**src/rtl/rx_cell_pkg.sv**
```systemverilog
package rx_cell_pkg;

    localparam int HDR_BYTES = 4;
    localparam int CHK_POS   = HDR_BYTES;

    typedef enum logic [1:0] {
        RGN_HDR,
        RGN_CHK,
        RGN_PAY
    } region_e;

    typedef enum logic {
        ST_HUNT,
        ST_LOCK
    } sync_state_e;

    // Per-octet decision handed from the tracker to the datapath
    typedef struct packed {
        logic take;      // octet goes into the packer
        logic lane_end;  // octet closes a word
        logic write;     // closed word is written
        logic commit;    // closed word ends the cell
        logic abort;     // started cell is dropped
        logic sync_evt;  // framing error seen
        logic ovfl_evt;  // word lost to a full FIFO
    } step_s;

    function automatic region_e region_of(int unsigned pos);
        if (pos < HDR_BYTES)
            return RGN_HDR;
        else if (pos == CHK_POS)
            return RGN_CHK;
        else
            return RGN_PAY;
    endfunction

    function automatic logic lane_end(int unsigned pos);
        if (pos < HDR_BYTES)
            return pos == HDR_BYTES - 1;
        else if (pos == CHK_POS)
            return 1'b0;
        else
            return ((pos - CHK_POS - 1) % 4) == 3;
    endfunction

endpackage

```
**src/rtl/rx_cell_tracker.sv**
```systemverilog
module rx_cell_tracker
    import rx_cell_pkg::*;
#(
    parameter int PAY_BYTES = 48
) (
    input  logic  clk,
    input  logic  rst,
    input  logic  in_valid,
    input  logic  in_soc,
    input  logic  in_err,
    input  logic  fifo_full,
    output step_s step
);
    localparam int CELL_BYTES = HDR_BYTES + 1 + PAY_BYTES;
    localparam int POS_W      = $clog2(CELL_BYTES);
    localparam logic [POS_W-1:0] LAST = POS_W'(CELL_BYTES - 1);

    sync_state_e      st;
    logic [POS_W-1:0] pos;
    logic             v_lock, start, bad_soc, err_drop, drop, wdone;
    region_e          rgn;

    always_comb begin
        v_lock   = (st == ST_LOCK) && in_valid;
        start    = (st == ST_HUNT) && in_valid && in_soc && !in_err;
        bad_soc  = v_lock && ((pos == '0) != in_soc);
        err_drop = v_lock && !bad_soc && in_err;
        rgn      = region_of(int'(pos));

        step           = '0;
        step.lane_end  = lane_end(int'(pos));
        step.take      = ((v_lock && !bad_soc && !in_err) || start) && (rgn != RGN_CHK);
        wdone          = step.take && step.lane_end;
        step.ovfl_evt  = wdone && fifo_full;
        step.write     = wdone && !fifo_full;
        step.commit    = step.write && (pos == LAST);
        step.sync_evt  = bad_soc;
        drop           = bad_soc || err_drop || step.ovfl_evt;
        step.abort     = drop && (pos != '0);
    end

    always_ff @(posedge clk) begin
        if (rst) begin
            st  <= ST_HUNT;
            pos <= '0;
        end else if (drop) begin
            st  <= ST_HUNT;
            pos <= '0;
        end else if (start) begin
            st  <= ST_LOCK;
            pos <= POS_W'(1);
        end else if (v_lock) begin
            pos <= (pos == LAST) ? '0 : pos + POS_W'(1);
        end
    end

    AST_POS_HOLD: assert property (@(posedge clk) disable iff (rst)
        (st == ST_LOCK && !in_valid) |=> $stable(pos));
    AST_SYNC_HUNT: assert property (@(posedge clk) disable iff (rst)
        step.sync_evt |=> (st == ST_HUNT && pos == '0));
    AST_HUNT_AT_ZERO: assert property (@(posedge clk) disable iff (rst)
        (st == ST_HUNT) |-> (pos == '0));

endmodule

```
**src/rtl/rx_word_assembler.sv**
```systemverilog
module rx_word_assembler
    import rx_cell_pkg::*;
(
    input  logic        clk,
    input  logic        rst,
    input  step_s       step,
    input  logic [7:0]  in_data,
    output logic        wr_valid,
    output logic [31:0] wr_data
);
    logic [23:0] acc;

    always_ff @(posedge clk) begin
        if (rst) begin
            acc      <= '0;
            wr_valid <= 1'b0;
            wr_data  <= '0;
        end else begin
            wr_valid <= step.write;
            if (step.take && !step.lane_end)
                acc <= {acc[15:0], in_data};
            if (step.write)
                wr_data <= {acc, in_data};
        end
    end

endmodule

```
**src/rtl/rx_sticky_flag.sv**
```systemverilog
module rx_sticky_flag (
    input  logic clk,
    input  logic rst,
    input  logic set,
    input  logic clr,
    output logic flag
);
    always_ff @(posedge clk) begin
        if (rst)
            flag <= 1'b0;
        else
            flag <= set | (flag & ~clr);
    end

    AST_FLAG_STICKY: assert property (@(posedge clk) disable iff (rst)
        (flag && !clr) |=> flag);
    AST_FLAG_SET_WINS: assert property (@(posedge clk) disable iff (rst)
        set |=> flag);

endmodule

```
**src/rtl/rx_cell_packer.sv**
```systemverilog
module rx_cell_packer
    import rx_cell_pkg::*;
#(
    parameter int PAY_BYTES = 48
) (
    input  logic        clk,
    input  logic        rst,
    input  logic        in_valid,
    input  logic [7:0]  in_data,
    input  logic        in_soc,
    input  logic        in_err,
    input  logic        fifo_full,
    input  logic        clr_sync,
    input  logic        clr_ovfl,
    output logic        wr_valid,
    output logic [31:0] wr_data,
    output logic        cell_commit,
    output logic        cell_abort,
    output logic        sync_err,
    output logic        ovfl_err
);
    localparam int WORDS = (HDR_BYTES + PAY_BYTES) / 4;
    localparam int CNT_W = $clog2(WORDS + 1);

    step_s step;

    rx_cell_tracker #(.PAY_BYTES(PAY_BYTES)) i_tracker (
        .clk       (clk),
        .rst       (rst),
        .in_valid  (in_valid),
        .in_soc    (in_soc),
        .in_err    (in_err),
        .fifo_full (fifo_full),
        .step      (step)
    );

    rx_word_assembler i_assembler (
        .clk      (clk),
        .rst      (rst),
        .step     (step),
        .in_data  (in_data),
        .wr_valid (wr_valid),
        .wr_data  (wr_data)
    );

    rx_sticky_flag i_sync_flag (
        .clk  (clk),
        .rst  (rst),
        .set  (step.sync_evt),
        .clr  (clr_sync),
        .flag (sync_err)
    );

    rx_sticky_flag i_ovfl_flag (
        .clk  (clk),
        .rst  (rst),
        .set  (step.ovfl_evt),
        .clr  (clr_ovfl),
        .flag (ovfl_err)
    );

    always_ff @(posedge clk) begin
        if (rst) begin
            cell_commit <= 1'b0;
            cell_abort  <= 1'b0;
        end else begin
            cell_commit <= step.commit;
            cell_abort  <= step.abort;
        end
    end

    // Checker state: words written so far in the current cell
    logic [CNT_W-1:0] cell_words;
    always_ff @(posedge clk) begin
        if (rst || cell_commit || cell_abort)
            cell_words <= '0;
        else if (wr_valid)
            cell_words <= cell_words + CNT_W'(1);
    end

    AST_COMMIT_WITH_WRITE: assert property (@(posedge clk) disable iff (rst)
        cell_commit |-> wr_valid);
    AST_CELL_WORDS: assert property (@(posedge clk) disable iff (rst)
        cell_commit |-> (cell_words == CNT_W'(WORDS - 1)));
    AST_NO_WRITE_WHEN_FULL: assert property (@(posedge clk) disable iff (rst)
        fifo_full |=> !wr_valid);
    AST_COMMIT_ABORT_EXCL: assert property (@(posedge clk) disable iff (rst)
        !(cell_commit && cell_abort));
    AST_ABORT_NO_WRITE: assert property (@(posedge clk) disable iff (rst)
        cell_abort |-> !wr_valid);

endmodule

```
**config.mk**
```make
export PLATFORM = sky130hd
export DESIGN_NAME = rx_cell_packer
export DESIGN_NICKNAME = d
export VERILOG_FILES = /design/src/rtl/rx_cell_pkg.sv /design/src/rtl/rx_cell_tracker.sv /design/src/rtl/rx_word_assembler.sv /design/src/rtl/rx_sticky_flag.sv /design/src/rtl/rx_cell_packer.sv
export SDC_FILE = /design/constraint.sdc
export NUM_CORES = 1
export LEC_CHECK = 0
export CORE_ASPECT_RATIO = 0.8
export CORE_UTILIZATION = 48
export CTS_BUF_LIST = sky130_fd_sc_hd__clkbuf_8
export DETAILED_ROUTE_END_ITERATION = 12
export GPL_TIMING_DRIVEN = 1
export MAX_ROUTING_LAYER = met4
export PLACE_DENSITY = 0.83
export SLEW_MARGIN = 20
export SYNTH_ARGS = -nofsm -noshare
export SYNTH_HDL_FRONTEND = slang
export SYNTH_SLANG_ARGS = --single-unit
export TNS_END_PERCENT = 5
```
**constraint.sdc**
```tcl
create_clock -name clk -period 2.2 [get_ports clk]
set_input_delay 0.44 -clock clk [delete_from_list [all_inputs] [get_ports clk]]
set_output_delay 0.44 -clock clk [all_outputs]
set_load 0.01 [all_outputs]
```
==> impl_results.md <==
- Clock power share: around 46%
- Int Pwr: 0.00206 W
- Mapped Cells: roughly 270
- Synth Register Bits: 68
- Skew-Pair Late Insertion Delay: about 0.34 ns
- Mean Syn Cell Area: 10.4 µm²
- N_diodes: 0
- Worst-path clk slew: 0.07 ns
- Die Y: 70.8 µm
- Slowest cell delay on critical path: 0.54 ns
- Fmax: between 400 and 500 MHz
- Dominant synthesized flop cell: dfxtp_1
- Post-DP Area: approximately 3600 µm²
- First-pass GRT wire length: between 9000 and 10000 µm
- Worst slew margin: 69.0%
- Syn-to-layout area delta: 35.8%
- Hpwl dp: 3810 µm
- Slowest-stage cell, CP: or4_1
- Commonest cells after routing, fill and taps aside: dfxtp_1 (68), nand2b_1 (65), mux2i_1 (56), clkdlybuf4s50_1 (51), buf_4 (12)
- Hold Worst Slack: 0.475 ns
- Area of the die: 6230 µm²
- Final Instance Area: 3860 µm²
- CTS root buf: clkbuf_8
- Worst Max-Slew Pin Slew: 0.461 ns
- Worst Skew: 0.00963 ns
- Max rail drop VDD: 0.000582 V
- Outcome: complete, no violations
- DR iter-0 viols: 138
- Fraction of layout cells with a size suffix above 1: around 13%
- Sw Share: 20.1%
- Fin crit period: 2.19 ns
- CTS Buf Count: 9
- Post-synth ARST share: 0%
- DP Worst Slack: -0.133 ns
- Hold Violations, Final: 0
- CP required: 2.45 ns
- Most common cell after layout, fill and taps aside: dfxtp_1
- Register area share after synthesis: between 40 and 50%
- Setup TNS: 0 ns
- Number of I/O pins: 53
- Unique masters post-synth: 34
- Bufs and invs on worst path: 1
- Post-CTS Setup Inserts: 0
- P_sw: 0.000519 W
- Top delay family on crit path: simple AND/OR/NAND/NOR gates
- Crit-path cells: or4_1 -> or3_1 -> and3b_4 -> buf_4 -> a32o_2 -> nor4_2
- Initial antenna violation count: 0
- Max clock buf depth: 2
- Number of synthesized flops with an enable pin: 0
- Final cell count without fillers: 420
- Syn Std Cell Area: 2840 µm²
- Routed WL: just under 6000 µm
- Synth Warn #: 0
- CTS H-Tree Depth: 3
- Vias in the first global route: 2076
- All-Layer GR Usage: 20.9%
- Crit. End Element: flip-flop
- DRC violations left: 0
- Routability-driven placement congestion ratio: 0.989
- Worst setup SP type: flip-flop
- Max_cap viols: 0
- LEAKAGE: 1.58 nW
- Placed Cells incl. Taps: 403
- CTS sink count: 68
- Comb power frac: 5.8%
- Antenna Nets Post-Route: 0
- Largest net degree at the start of global routing: 77
- Port bufs: 52
- Critical path type: flip-flop to flip-flop
- Slew Limit Fails: 0
- Final setup violation count: 0
- CP Data Arrival Time: 2.44 ns
- Via Count: 2069
- DIE WIDTH: 88.0 µm
- # rows: 24
- Final Worst Setup Slack: approximately 0.012 ns
- Core area: 5590 µm²
- Drt first pass iters: 4
- Net count, final: 356
- Period utilization: 99.5%
- Unrepaired setup endpoints after global routing: true
- Initial core utilization: 50.9%
- TritonCTS clock tree: yes
- Pwr Density: 669 nW/µm²
- Hold WC Path Type: flip-flop to flip-flop
- Via/cell ratio: 4.93
- Sequential power share: 48.1%
- GRT Residual Overflow: 0
- Synth Net Count: 291
- Critical path fanouts, max: 8
- Wire per inst: 14.0 µm
worst paths after layout:
check	cells past startpoint	endpoint	startpoint	slack, ns
setup / recovery	6	i_tracker.pos[2]	i_tracker.pos[2]	0.01
hold / removal	2	i_assembler.wr_data[15]	i_assembler.wr_data[15]	0.48
setup reg to reg	6	i_tracker.pos[2]	i_tracker.pos[2]	0.01
hold reg to reg	2	i_assembler.wr_data[15]	i_assembler.wr_data[15]	0.48
synth_stat cells, types with 2 or more instances:
cell	count	share of area (%)
xor2_1	2	0.62
xnor2_1	2	0.62
nor2b_1	2	0.44
nand2_1	4	0.53
clkbuf_1	9	1.2
nand2b_1	65	14
nand3b_1	2	0.53
buf_6	4	1.6
dfxtp_1	68	48
nor2_1	9	1.2
a21oi_1	5	0.88
inv_1	7	0.92
nor3_1	5	0.88
ha_1	3	1.3
o21ai_0	3	0.53
nand4_1	2	0.44
mux2i_1	57	20
buf_2	2	0.35
and3b_1	2	0.62
nor4_1	5	1.1
timing repair:
action,in CTS,in global routing
cloned,0,1
pin swaps,2,2
resized for setup,0,10
hold buffers,0,0
setup endpoints to repair,3,66
worst register-to-register path, delay by kind of cell, from the launching register on:
| family | cells | cell delay, ns |
|---|---|---|
| AO/OA/AOI/OAI | 1 | 0.31 |
| buffers and inverters | 1 | 0.14 |
| AND/OR/NAND/NOR | 4 | 1.33 |
| flip-flops | 1 | 0.32 |
area by class of cell:
| cell class | count | area (µm²) |
|---|---|---|
| clock inverters | 7 | 108 |
| well taps | 78 | 97.6 |
| multi-input cells | 181 | 1410 |
| repair buffers | 70 | 731 |
| fillers | 428 | 1730 |
| flip-flops and latches | 68 | 1360 |
| clock buffers | 9 | 124 |
| inverters | 7 | 26.3 |
logic make-up after synthesis:
kind of cell / count (synthesis) / synth area share [%]
muxes: 57 / 20.1
adders and majority gates: 3 / 1.32
buffers and inverters: 23 / 4.32
DFF: 68 / 47.9
xor gates and xnor gates: 4 / 1.23
and+or+nand+nor: 103 / 21.9
AOI/OAI and AO/OA: 14 / 3.26
layer usage:
metal	up-vias	GRT usage [%]	part of all wire (%)
li1	1048	-	-
met1	960	26.0	48
met2	53	32.7	46
met3	8	6.65	4.9
met4	0	5.91	1.1
met5	-	-	0
power by group through the flow:
stage | clock network [W] | logic, W | registers, W
finish | 0.00119 | 0.000150 | 0.00124
global route | 0.00128 | 0.000163 | 0.00124
CTS | 0.00121 | 0.000141 | 0.00124
detailed placement | 0 | 0.000140 | 0.00127
global placement | 0 | 0.000138 | 0.00127
floorplan | 0 | 0.0000775 | 0.00127
sequential cells by signal (all words and copies together), names as in the netlist:
| name | count |
|---|---|
| cell_abort | 1 |
| i_assembler.wr_data | 32 |
| i_tracker.st | 1 |
| i_sync_flag.flag | 1 |
| cell_commit | 1 |
| i_ovfl_flag.flag | 1 |
| i_tracker.pos | 6 |
| i_assembler.acc | 24 |
| i_assembler.wr_valid | 1 |
through the flow:
step                      power (W)  utilization, %
final                       0.00258            69.1
after global routing        0.00268            69.1
after CTS                   0.00259            67.7
after detailed placement    0.00141            63.6
after global placement      0.00141            63.6
after floorplan             0.00135               -
No activity file was read; power rests on OpenSTA's default activity.
